===== src/rtl/reg_attr_pkg.sv =====
// Package: shared types for the operand register attribute lookup.
// Assumes: nothing beyond IEEE 1800-2017.
package reg_attr_pkg;

    // Selects how a queried register number finds its slot.
    typedef enum logic {
        MODE_ASSOC  = 1'b0,   // tag compare across all slots, lowest index wins
        MODE_DIRECT = 1'b1    // register number is the slot index
    } lookup_mode_e;

endpackage


===== src/rtl/reg_attr_slot.sv =====
// Module: one attribute slot. Stores valid, tag, width code and length, and
// raises a match flag when the stored attributes apply to the queried register.
// Assumes: the writer addresses at most one slot per cycle; in direct mode
// the slot identity stands in for the tag.
module reg_attr_slot
    import reg_attr_pkg::*;
#(
    parameter int           REG_W   = 5,
    parameter int           WCODE_W = 2,
    parameter int           LEN_W   = 5,
    parameter int           SLOT_W  = 1,
    parameter int           SLOT_ID = 0,
    parameter lookup_mode_e MODE    = MODE_ASSOC
) (
    input  logic               clk,
    input  logic               rst_n,
    input  logic               wr_en,
    input  logic [SLOT_W-1:0]  wr_slot,
    input  logic               wr_valid,
    input  logic [REG_W-1:0]   wr_reg,
    input  logic [WCODE_W-1:0] wr_width,
    input  logic [LEN_W-1:0]   wr_len,
    input  logic [REG_W-1:0]   lk_reg,
    output logic               match,
    output logic [WCODE_W-1:0] width,
    output logic [LEN_W-1:0]   len
);

    logic               sel;
    logic               valid_q;
    logic [WCODE_W-1:0] width_q;
    logic [LEN_W-1:0]   len_q;

    // Decode whether this cycle's write addresses this slot.
    assign sel = wr_en && (wr_slot == SLOT_W'(SLOT_ID));

    // Hold the valid flag and the attribute fields; cleared by reset.
    always_ff @(posedge clk) begin
        if (!rst_n) begin
            valid_q <= 1'b0;
            width_q <= '0;
            len_q   <= '0;
        end else if (sel) begin
            valid_q <= wr_valid;
            width_q <= wr_width;
            len_q   <= wr_len;
        end
    end

    assign width = width_q;
    assign len   = len_q;

    generate
        if (MODE == MODE_ASSOC) begin : g_tag
            logic [REG_W-1:0] tag_q;

            // Hold the register tag this slot answers to.
            always_ff @(posedge clk) begin
                if (!rst_n)   tag_q <= '0;
                else if (sel) tag_q <= wr_reg;
            end

            // Match on a valid slot whose tag equals the query.
            assign match = valid_q && (tag_q == lk_reg);
        end else begin : g_direct
            logic unused_tag;
            assign unused_tag = ^wr_reg;

            // Match on a valid slot whose own index equals the query.
            assign match = valid_q && (lk_reg == REG_W'(SLOT_ID));
        end
    endgenerate


    write_lands_chk: assert property (@(posedge clk) disable iff (!rst_n)
        sel |=> (valid_q == $past(wr_valid)) && (width_q == $past(wr_width))
                && (len_q == $past(wr_len)));


    hold_when_idle_chk: assert property (@(posedge clk) disable iff (!rst_n)
        !wr_en |=> $stable(valid_q) && $stable(width_q) && $stable(len_q));

endmodule


===== src/rtl/reg_attr_pick.sv =====
// Module: first-match picker. Given per-slot match flags and attributes,
// returns the attributes of the lowest matching slot, or the default width
// with a length of one when nothing matches.
// Assumes: clk and rst_n are used by the embedded assertions only.
module reg_attr_pick #(
    parameter int N       = 2,
    parameter int SLOT_W  = 1,
    parameter int WCODE_W = 2,
    parameter int LEN_W   = 5
) (
    input  logic                 clk,
    input  logic                 rst_n,
    input  logic [N-1:0]         match_vec,
    input  logic [N*WCODE_W-1:0] width_flat,
    input  logic [N*LEN_W-1:0]   len_flat,
    input  logic [WCODE_W-1:0]   dflt_width,
    output logic                 hit,
    output logic [SLOT_W-1:0]    slot,
    output logic [WCODE_W-1:0]   width,
    output logic [LEN_W-1:0]     len
);

    // Scan from the top slot downward so the lowest match is the last one written.
    always_comb begin
        hit   = 1'b0;
        slot  = '0;
        width = dflt_width;
        len   = LEN_W'(1);
        for (int i = N - 1; i >= 0; i--) begin
            if (match_vec[i]) begin
                hit   = 1'b1;
                slot  = SLOT_W'(i);
                width = width_flat[i*WCODE_W +: WCODE_W];
                len   = len_flat[i*LEN_W +: LEN_W];
            end
        end
    end

    logic [N-1:0] below_mask;
    // Mask of slots with a smaller index than the reported winner.
    assign below_mask = (N'(1) << slot) - N'(1);


    lowest_wins_chk: assert property (@(posedge clk) disable iff (!rst_n)
        hit |-> match_vec[slot] && ((match_vec & below_mask) == '0));

endmodule


===== src/rtl/reg_attr_lookup.sv =====
// Module: top of the operand register attribute lookup. Instantiates the slot
// array (tag-searched or directly indexed) and the first-match picker.
// Assumes: combinational lookup; writes take effect at the next edge.
module reg_attr_lookup
    import reg_attr_pkg::*;
#(
    parameter int           NUM_SLOTS   = 2,
    parameter int           REG_W       = 5,
    parameter int           WCODE_W     = 2,
    parameter int           LEN_W       = 5,
    parameter lookup_mode_e LOOKUP_MODE = MODE_ASSOC,
    localparam int          N_SLOTS     = (LOOKUP_MODE == MODE_DIRECT) ? (1 << REG_W) : NUM_SLOTS,
    localparam int          SLOT_W      = (N_SLOTS > 1) ? $clog2(N_SLOTS) : 1
) (
    input  logic               clk,
    input  logic               rst_n,
    input  logic               wr_en,
    input  logic [SLOT_W-1:0]  wr_slot,
    input  logic               wr_valid,
    input  logic [REG_W-1:0]   wr_reg,
    input  logic [WCODE_W-1:0] wr_width,
    input  logic [LEN_W-1:0]   wr_len,
    input  logic [REG_W-1:0]   lk_reg,
    input  logic [WCODE_W-1:0] lk_dflt_width,
    output logic               lk_hit,
    output logic [SLOT_W-1:0]  lk_slot,
    output logic [WCODE_W-1:0] lk_width,
    output logic [LEN_W-1:0]   lk_len
);

    logic [N_SLOTS-1:0]         match_vec;
    logic [N_SLOTS*WCODE_W-1:0] width_flat;
    logic [N_SLOTS*LEN_W-1:0]   len_flat;

    // One storage slot per table entry.
    generate
        for (genvar s = 0; s < N_SLOTS; s++) begin : g_slot
            reg_attr_slot #(
                .REG_W   (REG_W),
                .WCODE_W (WCODE_W),
                .LEN_W   (LEN_W),
                .SLOT_W  (SLOT_W),
                .SLOT_ID (s),
                .MODE    (LOOKUP_MODE)
            ) u_slot (
                .clk      (clk),
                .rst_n    (rst_n),
                .wr_en    (wr_en),
                .wr_slot  (wr_slot),
                .wr_valid (wr_valid),
                .wr_reg   (wr_reg),
                .wr_width (wr_width),
                .wr_len   (wr_len),
                .lk_reg   (lk_reg),
                .match    (match_vec[s]),
                .width    (width_flat[s*WCODE_W +: WCODE_W]),
                .len      (len_flat[s*LEN_W +: LEN_W])
            );
        end
    endgenerate

    // Resolve the winning slot or fall back to scalar defaults.
    reg_attr_pick #(
        .N       (N_SLOTS),
        .SLOT_W  (SLOT_W),
        .WCODE_W (WCODE_W),
        .LEN_W   (LEN_W)
    ) u_pick (
        .clk        (clk),
        .rst_n      (rst_n),
        .match_vec  (match_vec),
        .width_flat (width_flat),
        .len_flat   (len_flat),
        .dflt_width (lk_dflt_width),
        .hit        (lk_hit),
        .slot       (lk_slot),
        .width      (lk_width),
        .len        (lk_len)
    );


    scalar_fallback_chk: assert property (@(posedge clk) disable iff (!rst_n)
        !lk_hit |-> (lk_len == LEN_W'(1)) && (lk_width == lk_dflt_width)
                    && (lk_slot == '0));

endmodule


===== config.mk =====
export PLATFORM = sky130hd
export DESIGN_NAME = reg_attr_lookup
export DESIGN_NICKNAME = d
export VERILOG_FILES = /design/src/rtl/reg_attr_pkg.sv /design/src/rtl/reg_attr_slot.sv /design/src/rtl/reg_attr_pick.sv /design/src/rtl/reg_attr_lookup.sv
export SDC_FILE = /design/constraint.sdc
export NUM_CORES = 1
export LEC_CHECK = 0
export ABC_AREA = 1
export BUFFER_PORTS_ARGS = -buffer_cell sky130_fd_sc_hd__buf_2
export CAP_MARGIN = 20
export CORE_MARGIN = 2
export CORE_UTILIZATION = 54
export CTS_BUF_LIST = sky130_fd_sc_hd__clkbuf_4 sky130_fd_sc_hd__clkbuf_8
export DETAILED_ROUTE_END_ITERATION = 10
export PLACE_DENSITY = 0.88
export SETUP_SLACK_MARGIN = 0.3
export SLEW_MARGIN = 20
export SYNTH_ARGS = -nofsm -noshare
export SYNTH_HDL_FRONTEND = slang
export SYNTH_SLANG_ARGS = --single-unit
export TNS_END_PERCENT = 20

===== constraint.sdc =====
create_clock -name clk -period 1.4 [get_ports clk]
set_clock_uncertainty 0.1 [all_clocks]
set_input_delay 0.14 -clock clk [delete_from_list [all_inputs] [get_ports clk]]
set_output_delay 0.14 -clock clk [all_outputs]
set_load 0.01 [all_outputs]

Yosys cells after proc, flatten, opt, wreduce, memory -nomap -nowiden:

Index checks and enable logic that the tools add are counted.

* flip-flop bits (word level): 26
* input bits: 24
* output and inout bits: 9
* logic and storage cells: 22

* equality and inequality tests: 2
* muxes and demuxes: 7
* bitwise gates (word level): 1
* reductions and logical operators: 4

Operators with widths (number)
* 5-bit equality test: 2
* 5-bit 2-to-1 mux: 2
* 1-bit logical AND: 4
* 2-bit 2-to-1 mux: 2
* 1-bit 2-to-1 mux: 3
* 1-bit NOT: 1

Depth between registers and ports, before layout:

Gate-level depths: netlist (run 1).

* depth in word-level cells: 4
* gate-level depth with buffers: 8
* gate-level depth less buffers: 8

By module:

From an unflattened synthesis (run 1), not the netlist that was laid out.

* cell total of the unflattened synthesis: 188
* area total of the unflattened synthesis: 1261.2 um2

By module, submodules not included
* reg_attr_slot (g_slot[0].u_slot): instances 1, cells an instance 80, area each 565.5 um2
* reg_attr_slot (g_slot[1].u_slot): instances 1, cells an instance 78, area each 565.5 um2
* reg_attr_pick: instances 1, cells an instance 30, area each 130.1 um2

Worst setup path before layout (run 1):

Ideal clock, no wire load.

* path type: register to output
* start: reg g_slot[1].u_slot.g_tag.tag_q[2]
* end: out lk_width[0]
* arrival: 0.965 ns
* slack: 0.195 ns
* stages on the path, launching flop included: 9
* buffers on the path: 0
* cells stage by stage: dfxtp_1 > inv_1 > nand2_1 > nand2_2 > nor2_4 > inv_2 > nor2_4 > nand3_1 > nand3_1

* word-level cells in the longest chain between the ends: 4

RTL lines
* from (decl): RTL line reg_attr_slot.sv:55 `logic [REG_W-1:0] tag_q;`
* from (signal assigned): RTL line reg_attr_slot.sv:60 `else if (sel) tag_q <= wr_reg;`
* 5-bit equality test: RTL line reg_attr_slot.sv:64 `assign match = valid_q && (tag_q == lk_reg);`
* 1-bit logical AND: RTL line reg_attr_slot.sv:64
* 2-bit 2-to-1 mux (2 in a row): RTL line reg_attr_pick.sv:30 `if (match_vec[i]) begin`
* to (decl): RTL line reg_attr_lookup.sv:27 `output logic [WCODE_W-1:0] lk_width,`

Every way passes these cells.

Worst setup path in the final report (run 1):

* start: reg g_slot[1].u_slot.g_tag.tag_q[4]
* end: out lk_len[1]

* word-level cells in the longest chain between the ends: 4

RTL lines
* 5-bit equality test: RTL line reg_attr_slot.sv:64
* 1-bit logical AND: RTL line reg_attr_slot.sv:64
* 5-bit 2-to-1 mux (2 in a row): RTL line reg_attr_pick.sv:30
* to (decl): RTL line reg_attr_lookup.sv:28 `output logic [LEN_W-1:0] lk_len`

Every way passes these cells.

==> key figures, run 1 <==
Critical path
  – Biggest fanout along the worst timing path: 6
  – Arrival @ worst endpoint: ~1.7 ns
  – Largest incremental delay on the critical path: around 0.37 ns
  – Cell Chain, Critical Path: inv_2, nand2_2, nand2_2, nor2_4, nand2_2, nor2_4, nand3_2, nand2_2, buf_2
  – Reg2reg path depth: 2
  – Cell with the most instances on the worst path: sky130_fd_sc_hd__nand2_2
  – Critical path start-end classification: flip-flop to output port
  – Cell with the largest stage delay on the worst path: sky130_fd_sc_hd__dfxtp_2
  – Critical Path Start Type: flip-flop
  – Crit path required time: between 1 and 1.5 ns
  – Kind of end point of the critical path: output port

Final layout
  – Number of diodes added for antenna fixing: 0
  – Commonest cells after routing, fill and taps aside: sky130_fd_sc_hd__nor2_1, sky130_fd_sc_hd__buf_2, sky130_fd_sc_hd__o21ai_0, sky130_fd_sc_hd__nand2_1, sky130_fd_sc_hd__dfxtp_1
  – Fraction of final layout cells with drive strength greater than 1: 0.4025
  – Area occupied by multi-input gates: 788.3 um2
  – Area added between synthesis and finish: 42.80%
  – Number of standard cells in the final layout excluding fillers: ~270
  – Filler Cell Count: 147
  – Net count, final: 266
  – Leading cell type in the layout, fill and taps excluded: sky130_fd_sc_hd__nor2_1
  – Sequential cell area in the final layout: 530.5 um2

Clock network
  – Number of clock buffers inserted by TritonCTS: 3
  – Longest Clk Path Bufs: 2
  – TritonCTS clock tree: yes
  – Clock Pin Slew Worst Setup and Hold Paths: about 0.15 ns
  – Clock latency of the later-clocked register in the worst-skew pair: 0.34 ns
  – Maximum level of the CTS H-tree: 1
  – Count of clock tree sinks: 26
  – CTS Root Cell: sky130_fd_sc_hd__clkbuf_4

Power
  – Total leakage power: 0.8235 nW
  – Largest vdd supply drop: 0.6462 mV
  – Power density over the cells: 930.4 nW/um2

Timing
  – Pins Over Slew Limit: 0
  – Final Hold Viols: 0
  – Final setup margin: -0.5103 ns
  – Share of the cycle needed by the critical path after routing: 1.365
  – Summed negative setup slack over all endpoints: -4.086 ns
  – Slew @ Worst Pin: 0.4074 ns
  – Max Clk Rate: ~0.52 GHz
  – Unrepaired setup endpoints after global routing: true
  – Number of endpoints failing setup at the final stage: 9
  – Slew Limit Headroom: 0.7284
  – Fin crit period: ~1.9 ns

Floorplanning
  – Die X-Extent: ~53 um
  – Floorplan row count: 17
  – Initial core utilization: 0.5720
  – Overall die area: 2771 um2
  – Area inside the core boundary: between 2000 and 2500 um2
  – Number of top-level design ports: 33
  – Die height: 52.64 um

Global routing
  – GRT Total Usage: 0.2821
  – Pin count of the biggest net entering global routing: 27
  – Number of global-route vias before repair: roughly 1300
  – Global-route wire length before repair: 5.720 mm
  – Total gr overflow: 0
  – Antenna violations before repair: 0

Synth
  – Top cell type by total area after synthesis: sky130_fd_sc_hd__dfxtp_1
  – Yosys Warn Count: 0
  – Synth Area per Inst: 6.724 um2
  – Number of synthesized register bits: 26
  – Count of distinct cell types in the synthesized netlist: 16
  – Part of the Yosys area used for sequential elements: 0.4074
  – Post-Syn Nets: around 210
  – Number of instances in the synthesized netlist: 190
  – Cell types occupying the most area after synthesis: sky130_fd_sc_hd__dfxtp_1, sky130_fd_sc_hd__nor2_1, sky130_fd_sc_hd__o21ai_0
  – Share of Yosys cell area claimed by the top area cell type: 0.4074
  – Combined area of all synthesized cells: 1277 um2

Routing
  – Residual DRC: 0
  – WL/cell: 15.36 um
  – Detailed-route wire length: 4.132 mm
  – First-iteration detailed-routing DRC count: 75
  – Detailed-routing iteration count for the pre-antenna-repair pass: 5
  – ANT nets after route: 0
  – Via density per instance: between 5 and 6
  – Total number of vias: 1521

Hold path
  – Type of the worst min-delay path: input port to flip-flop
  – WHS Path Cells: 3

Place
  – Cell count after placement: between 200 and 300
  – PortBufs: 32
  – Detail Placement HPWL: 2.094 mm
  – Routability congestion estimate: 0.8146

Job
  – Maximum capacitance violations: 0

Status
  – Outcome: complete, but fails checks
  – Violations in the final reports: setup timing
-- registers in the layout, summed over array words and instances, names as in the netlist --
signal / flops
g_slot.u_slot.width: 4
g_slot.u_slot.g_tag.tag_q: 10
g_slot.u_slot.valid_q: 2
g_slot.u_slot.len: 10
-- critical path, delay by kind of cell, from the launching register on --
family	cells	cell delay (ns)
AND/OR/NAND/NOR	7	0.79
flip-flops	1	0.37
buffers and inverters	2	0.17
-- cell families after synthesis --
group                  after synthesis  share of synthesized area
buffers and inverters               23                    0.06954
AOI/OAI and AO/OA                   37                     0.1450
and+or+nand+nor                    104                     0.3781
DFF                                 26                     0.4074
-- synthesized netlist by cell type (all sizes together) --
cell and instances:
a21oi 10, buf 2, clkbuf 2, clkinv 1, dfxtp 26, inv 18, nand2 38, nand3 20
nand4 1, nor2 45, o21ai 27
-- repair_timing --
action                     4_1_cts  5_1_grt
gates resized for setup         10       26
hold endpoints to repair        23        0
setup endpoints to repair        9        9
cloned                           0        1
hold buffers                    13        0
buffers inserted                 0        1
pin swaps                        1       12
-- where the power goes --
group	total [mW]	leakage (nW)	switching, mW	internal, mW
Clock	0.538	0.0279	0.248	0.290
Sequential	0.825	0.217	0.0322	0.793
Combinational	0.334	0.578	0.200	0.134
-- per-layer routing --
metal / part of all wire / GRT usage / routed length (um)
met5: 0 / 0 / 0
met4: 0.030 / 0.1239 / 126
met3: 0.072 / 0.04286 / 298
met2: 0.50 / 0.4917 / 2073
met1: 0.40 / 0.3380 / 1633
-- final cells by class --
cell class | count | area share
sequential | 26 | 0.2908
multi-input combinational | 142 | 0.4321
timing repair buffer | 50 | 0.1900
tap | 28 | 0.01920
clock inverter | 1 | 0.01646
clock buffer | 3 | 0.01235
inverter | 19 | 0.03909
-- through the flow --
step | area [um2] | total power, mW | setup WS [ns] | utilization | hold slack, ns
global route | 1824 | 1.758 | -0.5708 | 0.8168 | 0.1307
detailed placement | 1505 | 1.079 | -0.03532 | 0.6740 | 0.2827
CTS | 1718 | 1.641 | -0.4159 | 0.7692 | 0.1044
global placement | 1505 | 1.071 | 0.001299 | 0.6740 | 0.2768
floorplan | 1297 | 0.9906 | 0.2072 | - | 0.1749
finish | 1824 | 1.697 | -0.5103 | 0.8168 | 0.1305
-- path summary, 6_finish.rpt --
check / from / endpoint / slack [ns]
max reg2reg: g_slot[0].u_slot.valid_q$_SDFFE_PN0P_ / g_slot[0].u_slot.valid_q$_SDFFE_PN0P_ / 0.54
min: rst_n / g_slot[1].u_slot.g_tag.tag_q[3]$_SDFFE_PN0P_ / 0.13
max: g_slot[1].u_slot.g_tag.tag_q[4]$_SDFFE_PN0P_ / lk_len[1] / -0.51
min reg2reg: g_slot[1].u_slot.g_tag.tag_q[3]$_SDFFE_PN0P_ / g_slot[1].u_slot.g_tag.tag_q[3]$_SDFFE_PN0P_ / 0.38
(Power assumes the default switching activity.)
==> run 2: changes to the inputs <==
Settings changed: BUFFER_PORTS_ARGS -buffer_cell sky130_fd_sc_hd__buf_2 to -buffer_cell sky130_fd_sc_hd__clkbuf_2.
==> run 2 against run 1 <==
  * Highest routed layer unchanged
  * Register-to-register slack improved by 0.07 ns
  * Critical path depth did not move
  * Wire length fell by 27%
  * First-iteration DRC count decreased by 52%
  * Via count fell by 11%
  * Non-clock buffer count decreased by 3
  * The run still ends with setup timing left
  * Worst setup slack better by 0.15 ns
  * Combinational power down 15%
  * Total power shrank 16%
==> key figures, run 2 (same netlist as run 1, synthesis figures left out) <==
Status
  – Outcome: complete, but fails checks
  – Violations in the final reports: setup timing

Critical path
  – Biggest fanout along the worst timing path: 6
  – Largest incremental delay on the critical path: 0.35 ns
  – Critical register-to-register path endpoint: g_slot[0].u_slot.g_tag.tag_q[3]$_SDFFE_PN0P_
  – Cell type group with the largest total delay on the critical path: simple AND/OR/NAND/NOR gates
  – Worst Path Buf+Inv: 2
  – Critical Path Start Type: flip-flop
  – Reg2reg path depth: 3
  – Crit path required time: 1.16 ns
  – Arrival @ worst endpoint: 1.52 ns
  – Worst r2r src: g_slot[0].u_slot.g_tag.tag_q[3]$_SDFFE_PN0P_
  – Critical path start-end classification: flip-flop to output port
  – Cell Chain, Critical Path: inv_1, nand2_1, nand2_1, nor2_4, nand2_2, nor2_4, nand3_1, nand3_2, clkbuf_2
  – Kind of end point of the critical path: output port
  – Reg2reg setup slack: about 0.6 ns
  – Cell with the largest stage delay on the worst path: sky130_fd_sc_hd__dfxtp_2

Clock network
  – TritonCTS clock tree: yes
  – Clock latency of the later-clocked register in the worst-skew pair: 0.32 ns
  – Count of clock tree sinks: 26
  – Clock Pin Slew Worst Setup and Hold Paths: 0.13 ns
  – Buffer count from post-CTS setup fixing: 0
  – Number of clock buffers inserted by TritonCTS: 3
  – Maximum level of the CTS H-tree: 1
  – CTS Root Cell: sky130_fd_sc_hd__clkbuf_4
  – Longest Clk Path Bufs: 2

Place
  – Routability congestion estimate: 0.8120
  – Detail Placement HPWL: 2.115 mm
  – PortBufs: 32

Timing
  – Pins Over Slew Limit: 0
  – Slew @ Worst Pin: 0.4130 ns
  – Summed negative setup slack over all endpoints: -2.811 ns
  – Fin crit period: 1.762 ns
  – Number of endpoints failing setup at the final stage: 9
  – Final setup margin: -0.3616 ns
  – Unrepaired setup endpoints after global routing: true
  – Slew Limit Headroom: 0.7247
  – Share of the cycle needed by the critical path after routing: 1.258
  – Max Clk Rate: 0.5677 GHz
  – Worst slack on hold paths: between 0.0004 and 0.0005 ns
  – Final Hold Viols: 0

Global routing
  – Pin count of the biggest net entering global routing: 27
  – Number of global-route vias before repair: between 1000 and 1500
  – GRT Total Usage: 0.2445
  – Global-route wire length before repair: just under 5 mm
  – Antenna violations before repair: 0
  – Total gr overflow: 0

Final layout
  – Net count, final: 262
  – Filler Cell Count: 197
  – Leading cell type in the layout, fill and taps excluded: sky130_fd_sc_hd__nor2_1
  – Area added between synthesis and finish: 29.19%
  – Commonest cells after routing, fill and taps aside: sky130_fd_sc_hd__nor2_1, sky130_fd_sc_hd__clkbuf_2, sky130_fd_sc_hd__nand2_1, sky130_fd_sc_hd__o21ai_0, sky130_fd_sc_hd__dfxtp_1
  – Utilization of the core after routing: 0.7389
  – Number of diodes added for antenna fixing: 0
  – Fraction of final layout cells with drive strength greater than 1: 0.3136

Routing
  – Via density per instance: slightly above 5
  – First-iteration detailed-routing DRC count: 36
  – Detailed-route wire length: 3.017 mm
  – Routed wire length on met3: 151 um
  – Wire length on met1: between 1 and 1.5 mm
  – Detailed-routing iteration count for the pre-antenna-repair pass: 4
  – Residual DRC: 0
  – Max layer used: met4
  – Met2 wire length: 1.500 mm
  – ANT nets after route: 0
  – Total number of vias: approximately 1400
  – WL/cell: 11.43 um

Floorplanning
  – Area inside the core boundary: 2233 um2
  – Overall die area: 2771 um2
  – Initial core utilization: 0.5720
  – Die height: approximately 53 um
  – Die X-Extent: 52.64 um
  – Floorplan row count: 17
  – Number of top-level design ports: 33

Power
  – Part of the total power dissipated in combinational logic: 0.200
  – Clock group share of total power: 0.225
  – Int Pwr: 1.010 mW
  – Total power draw: 1.419 mW
  – Switch share: 0.2879
  – Power density over the cells: 859.6 nW/um2
  – Net switching power figure: 0.4085 mW
  – Sequential cell fraction of total power: 0.576
  – Largest vdd supply drop: 0.5848 mV
  – Total leakage power: ~0.8 nW

Hold path
  – Origin of the worst min-delay path: wr_reg[4]
  – WHS Path Cells: 3
  – Type of the worst min-delay path: input port to flip-flop
  – Hold-critical path endpoint: g_slot[1].u_slot.g_tag.tag_q[4]$_SDFFE_PN0P_

Job
  – Maximum capacitance violations: 0
-- run 2: cell count changes in the layout (fill, tap and decap cells not counted), sizes merged --
cell	change
buf	-32
bufinv	-1
nand3	-1
clkbuf	+32
dlygate4sd3	-3
-- run 2: power groups by stage --
stage	clock network (mW)	registers [mW]	logic [mW]
detailed placement	0	0.832	0.255
global placement	0	0.830	0.248
global route	0.342	0.822	0.321
CTS	0.322	0.816	0.281
finish	0.318	0.816	0.284
floorplan	0	0.825	0.166
-- run 2: how the worst max path moves through the flow --
stage / slack, ns / endpoint / from / cells after the start
global route: -0.51 / lk_width[0] / g_slot[1].u_slot.g_tag.tag_q[4]$_SDFFE_PN0P_ / 9
CTS: -0.37 / lk_width[1] / g_slot[1].u_slot.g_tag.tag_q[3]$_SDFFE_PN0P_ / 9
detailed placement: -0.02 / lk_width[1] / g_slot[1].u_slot.g_tag.tag_q[2]$_SDFFE_PN0P_ / 9
finish: -0.36 / lk_width[0] / g_slot[1].u_slot.g_tag.tag_q[3]$_SDFFE_PN0P_ / 9
floorplan: 0.21 / lk_width[0] / g_slot[1].u_slot.g_tag.tag_q[2]$_SDFFE_PN0P_ / 8
global placement: 0.03 / lk_width[0] / g_slot[0].u_slot.g_tag.tag_q[3]$_SDFFE_PN0P_ / 8
-- run 2: metrics by stage --
stage               instances  cell area (um2)  setup slack [ns]
detailed placement        251             1513          -0.01559
global placement          251             1513           0.02855
global route              264             1650           -0.5135
finish                    264             1650           -0.3616
floorplan                 190             1297            0.2072
CTS                       264             1650           -0.3733
-- run 2: layout make-up --
cell class              instances  area, um2  share of cell area
repair buffers                 47      297.8              0.1804
flip-flops and latches         26      525.5              0.3184
inverters                      19      71.32             0.04321
multi-input cells             141      698.2              0.4230
well taps                      28      35.03             0.02123
clock buffers                   3      22.52             0.01365
-- run 2: layer usage --
layer | global-route usage | vias to the layer above
met5 | 0 | -
met4 | 0.08974 | 0
met3 | 0.02571 | 5
met2 | 0.4417 | 37
met1 | 0.2948 | 606
li1 | - | 707
-- run 2: timing repair --
item                                    CTS  global route
resized for setup                         6             1
hold buffers                             10             0
pin swaps                                 1             0
cloned                                    0             0
endpoints found under the setup margin    9             9
hold endpoints to repair                 18             0
-- run 2: worst min-delay path, cell delays in order --
cell                       delay [ns]
sky130_fd_sc_hd__clkbuf_2        0.08
sky130_fd_sc_hd__o21ai_0         0.07
sky130_fd_sc_hd__a21oi_1         0.10
